<file path="config.mk">
export PLATFORM = sky130hd
export DESIGN_NAME = thr_fifo
export DESIGN_NICKNAME = d
export VERILOG_FILES = /design/src/rtl/thr_fifo_pkg.sv /design/src/rtl/thr_fifo_wrport.sv /design/src/rtl/thr_fifo_par.sv /design/src/rtl/thr_fifo_ram.sv /design/src/rtl/thr_fifo_occ.sv /design/src/rtl/thr_fifo.sv
export SDC_FILE = /design/constraint.sdc
export NUM_CORES = 1
export LEC_CHECK = 0
export ABC_AREA = 1
export CORE_MARGIN = 4
export CORE_UTILIZATION = 60
export CTS_CLUSTER_SIZE = 8
export DETAILED_ROUTE_END_ITERATION = 10
export PLACE_DENSITY = 0.79
export SYNTH_ARGS = -nofsm -noshare
export SYNTH_HDL_FRONTEND = slang
export SYNTH_SLANG_ARGS = --single-unit
</file>
<file path="constraint.sdc">
create_clock -name clk -period 3.8 [get_ports clk]
set_input_delay 0.76 -clock clk [delete_from_list [all_inputs] [get_ports clk]]
set_output_delay 0.76 -clock clk [all_outputs]
set_load 0.01 [all_outputs]
</file>
<file path="src/rtl/thr_fifo_pkg.sv">
package thr_fifo_pkg;
  typedef enum logic {
    PM_CHECK = 1'b0,
    PM_GEN   = 1'b1
  } par_mode_e;

  typedef struct packed {
    logic empty;
    logic full;
    logic at_th;
    logic ge_th;
  } flag_set_t;
endpackage

</file>
<file path="src/rtl/thr_fifo_wrport.sv">
module thr_fifo_wrport (
  input  logic clk,
  input  logic rst,
  input  logic wr_en_n,
  input  logic blk_sel_n,
  input  logic full,
  output logic wr_fire
);
  logic strobe_n;
  logic strb_q;
  logic wen_q;
  logic armed_q;
  logic rise;

  assign strobe_n = wr_en_n | blk_sel_n;
  assign rise     = !strb_q && strobe_n;
  assign wr_fire  = armed_q && rise && !full;

  always_ff @(posedge clk) begin
    if (rst) begin
      strb_q  <= 1'b1;
      wen_q   <= 1'b0;
      armed_q <= 1'b0;
    end else begin
      strb_q <= strobe_n;
      wen_q  <= wr_en_n;
      if (wen_q && !wr_en_n) armed_q <= 1'b1;
    end
  end
endmodule

</file>
<file path="src/rtl/thr_fifo_par.sv">
module thr_fifo_par
  import thr_fifo_pkg::*;
#(
  parameter int DW = 8
) (
  input  logic          clk,
  input  logic          rst,
  input  logic [DW-1:0] wr_data,
  input  logic          wr_par_in,
  input  logic          par_gen,
  output logic          store_bit,
  output logic          wr_par_err
);
  par_mode_e mode;
  logic      calc;

  assign mode      = par_mode_e'(par_gen);
  assign calc      = ^wr_data;
  assign store_bit = (mode == PM_GEN) ? calc : wr_par_in;

  always_ff @(posedge clk) begin
    if (rst) wr_par_err <= 1'b0;
    else     wr_par_err <= (mode == PM_CHECK) && (calc ^ wr_par_in);
  end
endmodule

</file>
<file path="src/rtl/thr_fifo_ram.sv">
module thr_fifo_ram #(
  parameter int WW    = 9,
  parameter int DEPTH = 16,
  parameter int AW    = 4
) (
  input  logic          clk,
  input  logic          rst,
  input  logic          we,
  input  logic [AW-1:0] waddr,
  input  logic [WW-1:0] wdata,
  input  logic          re,
  input  logic [AW-1:0] raddr,
  output logic [WW-1:0] rdata
);
  logic [WW-1:0] mem [DEPTH];

  always_ff @(posedge clk) begin
    if (we) mem[waddr] <= wdata;
  end

  always_ff @(posedge clk) begin
    if (rst)     rdata <= '0;
    else if (re) rdata <= mem[raddr];
  end
endmodule

</file>
<file path="src/rtl/thr_fifo_occ.sv">
module thr_fifo_occ
  import thr_fifo_pkg::*;
#(
  parameter int DEPTH = 16,
  parameter int AW    = 4,
  parameter int CW    = 5
) (
  input  logic          clk,
  input  logic          rst,
  input  logic          wr_fire,
  input  logic          rd_pop,
  input  logic [CW-1:0] thresh,
  output logic          rd_fire,
  output logic [AW-1:0] wptr,
  output logic [AW-1:0] rptr,
  output flag_set_t     flags
);
  logic [CW-1:0] cnt_q, cnt_d;
  logic [AW-1:0] wnext, rnext;

  assign rd_fire = rd_pop && !flags.empty;
  assign cnt_d   = cnt_q + CW'(wr_fire) - CW'(rd_fire);

  generate
    if ((1 << AW) == DEPTH) begin : g_pow2
      assign wnext = wptr + AW'(1);
      assign rnext = rptr + AW'(1);
    end else begin : g_wrap
      assign wnext = (wptr == AW'(DEPTH - 1)) ? '0 : wptr + AW'(1);
      assign rnext = (rptr == AW'(DEPTH - 1)) ? '0 : rptr + AW'(1);
    end
  endgenerate

  always_ff @(posedge clk) begin
    if (rst) begin
      cnt_q <= '0;
      wptr  <= '0;
      rptr  <= '0;
      flags <= '{empty: 1'b1, full: 1'b0, at_th: 1'b0, ge_th: 1'b0};
    end else begin
      cnt_q       <= cnt_d;
      if (wr_fire) wptr <= wnext;
      if (rd_fire) rptr <= rnext;
      flags.empty <= (cnt_d == '0);
      flags.full  <= (cnt_d == CW'(DEPTH));
      flags.at_th <= (cnt_d == thresh);
      flags.ge_th <= (cnt_d >= thresh);
    end
  end
endmodule

</file>
<file path="src/rtl/thr_fifo.sv">
module thr_fifo
  import thr_fifo_pkg::*;
#(
  parameter int DW    = 8,
  parameter int DEPTH = 16,
  localparam int CW   = $clog2(DEPTH + 1)
) (
  input  logic          clk,
  input  logic          rst,
  input  logic          wr_en_n,
  input  logic          blk_sel_n,
  input  logic [DW-1:0] wr_data,
  input  logic          wr_par_in,
  input  logic          par_gen,
  input  logic          rd_pop,
  input  logic [CW-1:0] thresh,
  output logic          empty,
  output logic          full,
  output logic          at_thresh,
  output logic          ge_thresh,
  output logic          wr_par_err,
  output logic [DW-1:0] rd_data,
  output logic          rd_par
);
  localparam int AW = (DEPTH > 1) ? $clog2(DEPTH) : 1;
  localparam int WW = DW + 1;

  logic          wr_fire;
  logic          rd_fire;
  logic          store_bit;
  logic [AW-1:0] wptr, rptr;
  logic [WW-1:0] rword;
  flag_set_t     flags;

  thr_fifo_wrport u_wrport (
    .clk       (clk),
    .rst       (rst),
    .wr_en_n   (wr_en_n),
    .blk_sel_n (blk_sel_n),
    .full      (flags.full),
    .wr_fire   (wr_fire)
  );

  thr_fifo_par #(.DW(DW)) u_par (
    .clk        (clk),
    .rst        (rst),
    .wr_data    (wr_data),
    .wr_par_in  (wr_par_in),
    .par_gen    (par_gen),
    .store_bit  (store_bit),
    .wr_par_err (wr_par_err)
  );

  thr_fifo_occ #(.DEPTH(DEPTH), .AW(AW), .CW(CW)) u_occ (
    .clk     (clk),
    .rst     (rst),
    .wr_fire (wr_fire),
    .rd_pop  (rd_pop),
    .thresh  (thresh),
    .rd_fire (rd_fire),
    .wptr    (wptr),
    .rptr    (rptr),
    .flags   (flags)
  );

  thr_fifo_ram #(.WW(WW), .DEPTH(DEPTH), .AW(AW)) u_ram (
    .clk   (clk),
    .rst   (rst),
    .we    (wr_fire),
    .waddr (wptr),
    .wdata ({store_bit, wr_data}),
    .re    (rd_fire),
    .raddr (rptr),
    .rdata (rword)
  );

  assign empty     = flags.empty;
  assign full      = flags.full;
  assign at_thresh = flags.at_th;
  assign ge_thresh = flags.ge_th;
  assign rd_data   = rword[DW-1:0];
  assign rd_par    = rword[DW];
endmodule

</file>
==> results.txt, run 1 <==
Entering global routing, the biggest net connects 75 pins. The clock tree root buffer cell is clkbuf_16. During synthesis, Yosys emitted a total of 0 warnings.

The via count came out at 5363. The most used flip-flop cell after synthesis is edfxtp_1. Among cell families on the critical path, the largest total delay comes from adder cells. TritonCTS built the clock tree.

The nature of the critical path startpoint is an input port. On the final layout, the worst clock skew is 6.48 ps. The number of global-route vias before repair was 5353. The achievable clock frequency is 0.290 GHz.

The number of antenna violations at the first check in global routing was 0. The clock latency of the later-clocked register in the worst-skew pair is 430 ps. In this run, post-CTS repair resized a total of 0 instances.

The initial DRC count is 640. The netlist area before placement is 0.00750 mm2. The mean post-synth cell area came out at 10.4 um2. The largest incremental delay on the critical path is 480 ps.

After synthesis, the cell types taking the most area are edfxtp_1 (58%), nand2_1 (12%), dfxtp_1 (8.0%). The synthesis-stage register bit count came out at 174. The hold-fix buffer count after cts is 0. The total of buffers placed on input and output ports is 33.

The top cell type by total area after synthesis is edfxtp_1. After detailed routing, the average wire length per cell comes to 17.8 um. The number of buffers between clock root and the deepest sink is 2. In this run the worst path has a maximum fanout of 3. The maximum vdd drop is 0.383 mV. At the pin with the least slew margin, the transition time is 899 ps. The flow ran to the end, and the final reports show no timing, DRC or antenna violations.

Leaving out fill and tap cells, the most frequent cells in the layout are nand2_1 (248), edfxtp_1 (144), nand3_1 (115). The total routing usage reported by global routing is 24.7%. Including well taps, the total number of placed cells is 918. The number of max-capacitance violations reported came out at 0. The placeable core region is 0.0121 mm2. The vertical die dimension is 120 um. The endpoint arrival time on the critical path is 3790 ps. After the last flow step, the layout net total stands at 805.

The required time of the critical path came out at 4140 ps. The minimum period implied by the final worst setup slack came out at 3450 ps. The number of nets still failing antenna checks after routing came out at 0. The category of the critical setup timing path is in -> reg.

The DRC violation count after routing is 0. The unique cell type count in the Yosys netlist came out at 26. The clock input transition at the sequential cells of the worst setup and hold paths is 60 ps. The buffers plus inverters on the worst setup path came out at 3. The horizontal extent of the die came out at 120 um. The number of slew-limit violations in the final report came out at 0. After legalization and detailed placement, the total HPWL measured 10.3 mm. Counting flops with a built-in enable in the synthesized netlist gives 144. By area, the combinational part of the netlist is dominated by simple AND/OR/NAND/NOR gates. The number of setup buffers added after CTS is 0. The total CTS buffers is 17. The synthesized netlist net count came out at 758. The final hold slack came out at 452 ps. The weighted congestion at the end of routability-driven global placement came out at 0.891.

The multiplexer share of the synthesized area is 0%. The total wirelength of the detailed-routed design is 16.9 mm. The total overflow left after global routing is 0.

The simple-gate share of the synthesized area came out at 24.1%. The layout overhead on the synthesized area came out at 13.9%. The total number of H-tree levels came out at 4. For this configuration, the core starts out at a cell density of 61.9%. The fraction of the mapped netlist area in compound gates is 1.35%. Leaving out fill and tap cells, the most frequent cell in the layout is nand2_1.

The ratio of cells with drive above 1 in the final layout came out at 8.06%. The share of the yosys chip area belonging to registers came out at 65.7%. Power spread over the standard cell area amounts to 537 mW/mm2. After Yosys synthesis, full adders, half adders and majority gates account for 2.77% of the synthesized area. STA classifies the critical path endpoint as a flop. The min-delay analysis places its worst path in the category reg -> reg. The number of instances in the synthesized netlist came out at 722.

The wire length of the first global-routing pass is 27.0 mm. Walking the worst path, the cells encountered are clkdlybuf4s50_1, nor2_1, nor4_4, inv_1, ha_1, inv_1, ha_1, fa_1, nand3_1, nand2_1, xor2_1, ha_1, nand2_1, nor2_1, nand2_1, a41oi_1. Setup violations remaining at the end of the flow were counted as 0. The fraction of synthesis flops using an asynchronous set or reset pin came out at 0%. Using the TritonRoute via totals, the vias-per-cell ratio works out to 5.65. The proportion of netlist area held by the largest area contributor is 57.6%. The portion of the clock cycle consumed by the worst path in the final layout came out at 90.7%. The hold violation total from the final report is 0. For this design, the sink count on the clock tree is 174. The count of boundary I/O pins came out at 34. The xor/xnor share of the synthesized area came out at 0.701%. Once layout is complete, the cells apart from fillers number 950.

The pre-antenna-repair detailed-routing pass consisted of 5 iterations. 0 antenna diodes ended up in the layout. The total number of placement rows is 40.

Setup repair after global routing left no endpoint under its margin. The relative slew slack is 40.0%. The slowest cell on the critical path is clkdlybuf4s50_1.

The fill cell instance count of the final layout is 836. The floorplan step defined a die boundary enclosing 0.0144 mm2. The total leakage power came out at 3.37 nW.
==> through the flow <==
step	instance area, um2	setup WS (ps)	TNS, ps	total power [mW]	utilization [%]
2_1_floorplan	7500	559	0	2.83	-
3_3_place_gp	8030	129	0	3.02	66.3
3_5_place_dp	8030	-77.9	-77.9	3.08	66.3
4_1_cts	8540	361	0	4.59	70.5
5_1_grt	8540	136	0	4.80	70.5
6_report	8540	355	0	4.59	70.5
==> cells by family after synthesis <==
| group | count (synthesis) |
|---|---|
| adders and majority gates | 16 |
| buffers and inverters | 82 |
| xor gates and xnor gates | 6 |
| DFF | 174 |
| AOI/OAI and AO/OA | 19 |
| and+or+nand+nor | 425 |
==> synthesized netlist by cell type (4+ instances only) <==
master and number:
nand2_1 248, edfxtp_1 144, nand3_1 115, nor2_1 50, inv_1 47, dfxtp_1 30
buf_2 17, ha_1 15, a21oi_1 12, buf_6 9, nand3_2 7, o21ai_0 5
clkbuf_1 4
==> worst register-to-register path: stages, from the launching register on <==
cell and delay (ps):
dfxtp_1 350, nor4_4 300, inv_1 110, ha_1 280, inv_1 40, ha_1 220, fa_1 450, nand3_1 110
nand2_1 80, xor2_1 180, ha_1 320, nand2_1 60, nor2_1 150, nand2_1 100, a41oi_1 200
==> report_power, final <==
| group | internal, mW | switching [mW] | leakage, nW | total (mW) |
|---|---|---|---|---|
| sequential | 2.12 | 0.0306 | 1.54 | 2.15 |
| clock | 0.865 | 0.666 | 0.242 | 1.53 |
| combinational | 0.332 | 0.573 | 1.59 | 0.904 |
==> registers in the layout (all words and copies together) (netlist names) <==
signal	cells
u_occ.cnt_q	5
u_occ.flags	4
u_occ.rptr	4
u_occ.wptr	4
u_par.wr_par_err	1
u_ram.mem	144
u_ram.rdata	9
u_wrport.armed_q	1
u_wrport.strb_q	1
u_wrport.wen_q	1
==> cell type report <==
| cell class | instances | area, um2 | area share (%) |
|---|---|---|---|
| Multi-Input combinational cell | 466 | 2170 | 25.4 |
| Tap cell | 168 | 210 | 2.46 |
| Clock inverter | 6 | 36.3 | 0.425 |
| Timing Repair Buffer | 60 | 533 | 6.24 |
| Sequential cell | 174 | 4930 | 57.7 |
| Inverter | 50 | 190 | 2.23 |
| Clock buffer | 26 | 479 | 5.61 |
==> per-layer routing <==
layer	GRT usage, %	share of wire (%)
met1	30.7	39
met2	41.8	50
met3	5.47	8.6
met4	10.6	2.7
met5	0	0
==> path summary, 6_finish.rpt <==
path / start / depth (start not counted) / end / slack, ps
max: wr_en_n / 16 / u_occ.flags[0] / 350
min: u_wrport.wen_q / 2 / u_wrport.armed_q / 450
max reg2reg: u_occ.flags[2] / 14 / u_occ.flags[0] / 760
min reg2reg: u_wrport.wen_q / 2 / u_wrport.armed_q / 450
Note: power is estimated with default switching activity, not from simulation.
==> run 2, diff against run 1 <==
- CORE_UTILIZATION: 60 -> 55
- PLACE_DENSITY: 0.79 -> 0.74
==> results.txt, run 2 (same netlist as run 1, synthesis figures left out) <==
The endpoint arrival time on the critical path came out at 3690 ps. VDD sags by at most 0.354 mV. The count of boundary I/O pins is 34.

The weighted congestion at the end of routability-driven global placement came out at 0.844. The vertical die dimension came out at 125 um. For the final database, setup skew stands at 6.36 ps. The nature of the critical path startpoint is an input port. The worst setup path is captured at a flop. The area after detailed placement is 0.00804 mm2.

Leaving out fill and tap cells, the most frequent cell in the layout is nand2_1. The tree is rooted in a clkbuf_16. The largest registers in the layout are u_ram.mem x144, u_ram.rdata x9, u_occ.cnt_q x5. The average wire per cell in the routed design came out at 17.2 um.

The DRC violation count after routing is 0. Clock latency on the worst-skew pair, taken at its later pin, is 430 ps. The initial core utilization came out at 56.4%.

The flip-flop and latch area is 0.00493 mm2. The maximum fanout encountered on the critical timing path came out at 3. The layout overhead on the synthesized area is 14.4%. Setup repair after global routing left no endpoint under its margin.

TritonCTS built the clock tree. The hold violation total from the final report is 0. The pre-CTS setup slack is 35.7 ps. Clock-pin slew was measured on the worst setup and hold paths at 60 ps. The top cell types in the final layout, fill and taps aside, are nand2_1 (248), edfxtp_1 (144), nand3_1 (115). The total number of H-tree levels is 4.

The number of global-route vias before repair came to 5215. The total routing usage reported by global routing is 22.2%. Using the TritonRoute via totals, the vias-per-cell ratio works out to 5.36. The register with the most flip-flops in the layout has 144 of them. The relative slew slack is 33.5%. The transition time at the pin with the least slew margin came out at 997 ps. The aggregate negative setup slack came out at 0 ps. Detailed placement finished with a half-perimeter wire length of 10.3 mm. Traced cell by cell, the critical path runs through clkdlybuf4s50_1, nor2_1, nor4_4, inv_1, ha_1, inv_1, ha_1, fa_1, nand3_1, nand2_1, xor2_1, ha_1, nand2_1, nor2_1, nand2_1, a41oi_1. Counting cells, the worst reg-to-reg path comes to 14. The flow ran to the end, and the final reports show no timing, DRC or antenna violations. The capture endpoint of the worst hold path is u_wrport.armed_q. The final design instance area without fill came out at 0.00858 mm2. More flip-flops sit in one register than any other, and that register is u_ram.mem. The total CTS buffers is 17. The via count came out at 5132. The count of nets left with antenna violations once routing finished came out at 0. The ratio of cells with drive above 1 in the final layout is 7.80%.

The setup check on the worst reg-to-reg path leaves a slack of 870 ps. The first TritonRoute pass finished after 5 iterations. Summed over all cells, the static leakage comes to 3.39 nW. The total wirelength of the detailed-routed design is 16.5 mm.

The number of slew-limit violations in the final report is 0. The number of antenna violations at the first check in global routing came to 0. The multi-input logic area is 0.00217 mm2. The diode insertion count for antenna repair came out at 0. The total of buffers placed on input and output ports is 33. The total congestion overflow is 0. The fill cell instance count of the final layout is 1013. The slowest cell on the critical path is clkdlybuf4s50_1. The net count of the finished layout is 805. The initial DRC count came out at 483. The total number of placement rows is 42. After layout, the worst path uses 88.2% of the clock period. The number of buffers between clock root and the deepest sink is 2.

The path category of the worst min-delay check is reg -> reg. The required time of the critical path came out at 4140 ps. The horizontal extent of the die came out at 125 um. Setup violations remaining at the end of the flow were counted as 0. The number of sinks on the clock net came out at 174. The hold-fix buffer count after cts is 0. The number of cells upsized or downsized after cts is 0. Dividing total power by cell area gives a power density of 543 mW/mm2. The buffer count from post-CTS setup fixing came out at 0.

The placeable core region came out at 0.0133 mm2. The maximum number of pins on one net before global-route repair is 75. The total die area came out at 0.0156 mm2. The source of the worst register-to-register timing path is u_occ.flags[2]. In this run the critical register-to-register path is captured at u_occ.flags[0]. The number of max-capacitance violations reported is 0. The category of the critical setup timing path is in -> reg. The number of cells traversed by the worst hold path came out at 2. On the worst path, the slowest cell contributes a delay of 470 ps. The wire length of the first global-routing pass is 26.5 mm. The achievable clock frequency is 0.298 GHz. The minimum period implied by the final worst setup slack came out at 3350 ps. The worst path meets setup with 449 ps of slack. For this run, the share of the core covered by cells in the final layout is 64.5%.

The source of the worst hold timing path is u_wrport.wen_q.
==> run 2: worst max-delay path: cells and delay by family <==
kind | cells | cell delay (ps)
adders and majority gates | 4 | 1260
and+or+nand+nor | 7 | 660
buffers and inverters | 3 | 620
xor gates and xnor gates | 1 | 170
AOI/OAI and AO/OA | 1 | 220
==> run 2: cell type report <==
class	instances	share of cell area (%)
clock buffer	22	5.18
clock inverter	10	1.12
inverter	50	2.22
multi-input combinational	466	25.3
sequential	174	57.4
tap	176	2.57
timing repair buffer	60	6.21
==> run 2: layer usage <==
metal	part of all wire, %	GRT usage, %	vias up
met5	0	0	-
met4	2.6	10.4	0
met3	5.5	4.80	38
met2	51	37.4	151
met1	41	27.5	2435
li1	-	-	2508
==> run 2: worst max path at each step <==
stage / startpoint / endpoint / slack [ps]
after global placement: wr_en_n / u_occ.flags[0] / 170
final: wr_en_n / u_occ.flags[0] / 450
after CTS: wr_en_n / u_occ.flags[0] / 450
after detailed placement: wr_en_n / u_occ.flags[0] / 40
after floorplan: wr_en_n / u_occ.flags[0] / 560
after global routing: wr_en_n / u_occ.flags[0] / 200
==> run 2: stage by stage <==
| stage | hold WS [ps] | power (mW) | cells |
|---|---|---|---|
| final | 455 | 4.66 | 958 |
| after floorplan | 424 | 2.83 | 722 |
| after detailed placement | 439 | 3.08 | 926 |
| after CTS | 460 | 4.68 | 958 |
| after global placement | 432 | 3.03 | 926 |
| after global routing | 503 | 4.90 | 958 |
==> run 2: report_power, final <==
| group | internal, mW | total, mW | switching [mW] |
|---|---|---|---|
| logic | 0.331 | 0.879 | 0.548 |
| clock network | 0.953 | 1.61 | 0.657 |
| registers | 2.12 | 2.17 | 0.0452 |
==> run 3, diff against run 2 <==
- CORE_UTILIZATION: 55 -> 43
- PLACE_DENSITY: 0.74 -> not set
==> results.txt, run 3 (same netlist as run 1, synthesis figures left out) <==
The portion of the clock cycle consumed by the worst path in the final layout came out at 87.1%. The root buffer cell chosen for the clock tree is clkbuf_16. The number of cells upsized or downsized after cts is 0. The clock latency of the later-clocked register in the worst-skew pair is 420 ps. After the first detailed-routing iteration, the DRC count stood at 480.

The flow ran to the end, and the final reports show no timing, DRC or antenna violations. Once the floorplan was initialized, standard cells occupied 43.7% of the core. The vertical die dimension came out at 140 um. Across all register-to-register paths, the minimum setup slack is 890 ps. Buffers placed on the I/O ports in this run total 33. The worst register-to-register path begins at u_occ.flags[2].

The most critical setup path has its endpoint at u_occ.flags[0]. Buffers added to address setup during post-CTS repair amount to 0. The largest clock skew in the final design is 9.13 ps. Counting every sink on the clock net gives 174. The clock tree synthesis step divided the H-tree into 4 levels. The number of cell instances on the worst register-to-register path came out at 14. Once placement completed, the tool counted placed cells totaling 974.

The DRC violation count after routing is 0. The transition time at the pin with the least slew margin is 1000 ps. The number of iterations in the first detailed-routing pass is 5.

Setup violations remaining at the end of the flow were counted as 0. The pre-CTS setup slack is 26.7 ps. The library cell used most frequently in the layout, excluding fill and tap cells, is nand2_1. Of the cells placed in the final design, the portion with a size suffix greater than 1 is 8.71%. Setup repair after global routing left no endpoint under its margin.

After detailed routing, the total wire length is 16.9 mm. The number of flip-flops under the largest register name came out at 144. The number of nets still failing antenna checks after routing came out at 0. The number of global-route vias before repair came out at 5091. The final hold slack came out at 445 ps. Summed over all cells, the static leakage comes to 3.43 nW. The placeable core region is 0.0172 mm2. The library cells used most frequently in the layout, excluding fill and tap cells, are nand2_1 (248), edfxtp_1 (144), nand3_1 (115).

The category of the critical setup timing path is in -> reg. In the final layout, the registers with the most flip-flops are u_ram.mem x144, u_ram.rdata x9, u_occ.cnt_q x5. The total CTS buffers is 17. The endpoint arrival time on the critical path is 3650 ps.

The half-perimeter wire length after detailed placement came out at 10.7 mm. Summing all flip-flop and latch instances after layout gives 0.00493 mm2. In this run the horizontal extent of the chip is 140 um.

The wire length of the first global-routing pass is 27.1 mm. The total number of placement rows came out at 48. The number of buffers between clock root and the deepest sink is 2. The worst path setup slack after routing came out at 492 ps. The power density over cell area came out at 557 mW/mm2. The worst flop-to-flop path endpoint is u_occ.flags[0]. The sort of element at the end of the critical path is a flop. The via count is 5157. Across the run, the number of max-cap violations was 0.

For the worst setup path, the data required time is 4140 ps. The minimum period implied by the final worst setup slack is 3310 ps. Once layout is complete, the cells apart from fillers number 1006. The number of antenna violations at the first check in global routing is 0.

Entering global routing, the biggest net connects 75 pins. TritonCTS built the clock tree. The relative slew slack came out at 33.0%.

The total routing usage reported by global routing came out at 17.8%. The nature of the critical path startpoint is an input port. The clock input transition at the sequential cells of the worst setup and hold paths came out at 60 ps. The net count of the finished layout is 804. The die covers 0.0196 mm2.

The worst hold path belongs to the class reg -> reg. The number of slew-limit violations in the final report came out at 0. The maximum fanout encountered on the critical timing path came out at 3.

For this run the aggregate overflow at the end of global routing stands at 0. The hold-fix buffer count after cts is 0. Dividing the detail-routed via count by the number of cells gives 5.13. The multi-input logic area came out at 0.00217 mm2. The count of boundary I/O pins is 34. The launching instance or port of the critical path is wr_en_n. The achievable clock frequency came out at 0.302 GHz.

The average wire per cell in the routed design came out at 16.8 um. The aggregate negative setup slack came out at 0 ps. The weighted congestion at the end of routability-driven global placement is 0.859.

Ranked by flip-flop count, first place goes to u_ram.mem. Counting the fill cells in the layout gives 1561. The hold violation total from the final report is 0. The layout overhead on the synthesized area came out at 16.3%. The maximum vdd drop came out at 0.305 mV.

The diode insertion count for antenna repair came out at 0.
-- run 3: changes by cell type in the layout (fill, tap and decap cells not counted), sizes merged --
cell	delta
clkinvlp	+2
clkbuf	+2
buf	-1
clkinv	-4
-- run 3: cell type report --
type,count,share of cell area [%]
Clock inverter,8,1.12
Clock buffer,24,6.14
Timing Repair Buffer,59,6.02
Inverter,50,2.18
Multi-Input combinational cell,466,24.9
Sequential cell,174,56.5
Tap cell,225,3.23
-- run 3: worst min-delay path by stage --
stage / start / to / slack (ps) / cells past startpoint
after floorplan: u_wrport.wen_q / u_wrport.armed_q / 420 / 2
after global placement: u_wrport.wen_q / u_wrport.armed_q / 430 / 2
after detailed placement: u_wrport.wen_q / u_wrport.armed_q / 440 / 2
after CTS: u_wrport.wen_q / u_wrport.armed_q / 450 / 2
after global routing: u_wrport.wen_q / u_wrport.armed_q / 480 / 2
final: u_wrport.wen_q / u_wrport.armed_q / 440 / 2
-- run 3: per-stage QoR --
step	utilization, %	area [um2]	power, mW
6_report	50.8	8730	4.86
5_1_grt	50.8	8730	5.10
4_1_cts	50.8	8730	4.90
3_5_place_dp	47.1	8090	3.09
3_3_place_gp	47.1	8090	3.07
2_1_floorplan	-	7500	2.83
-- run 3: where the power goes --
part | internal, mW | leakage [nW] | total (mW) | switching, mW
sequential | 2.12 | 1.54 | 2.16 | 0.0402
clock | 1.12 | 0.304 | 1.81 | 0.694
combinational | 0.330 | 1.58 | 0.885 | 0.555
total | 3.57 | 3.43 | 4.86 | 1.29
-- run 3: critical path, cell delays in order --
cell and delay, ps:
clkdlybuf4s50_1 480, nor2_1 80, nor4_4 150, inv_1 90
ha_1 280, inv_1 40, ha_1 210, fa_1 430
nand3_1 90, nand2_1 60, xor2_1 170, ha_1 310
nand2_1 70, nor2_1 140, nand2_1 90, a41oi_1 200
-- run 3: per-layer routing --
| metal | share of wire (%) | global-route usage, % | up-vias |
|---|---|---|---|
| met4 | 2.1 | 6.17 | 0 |
| li1 | - | - | 2506 |
| met3 | 4.2 | 3.69 | 24 |
| met1 | 43 | 22.9 | 2482 |
| met5 | 0 | 0 | - |
| met2 | 51 | 30.2 | 145 |
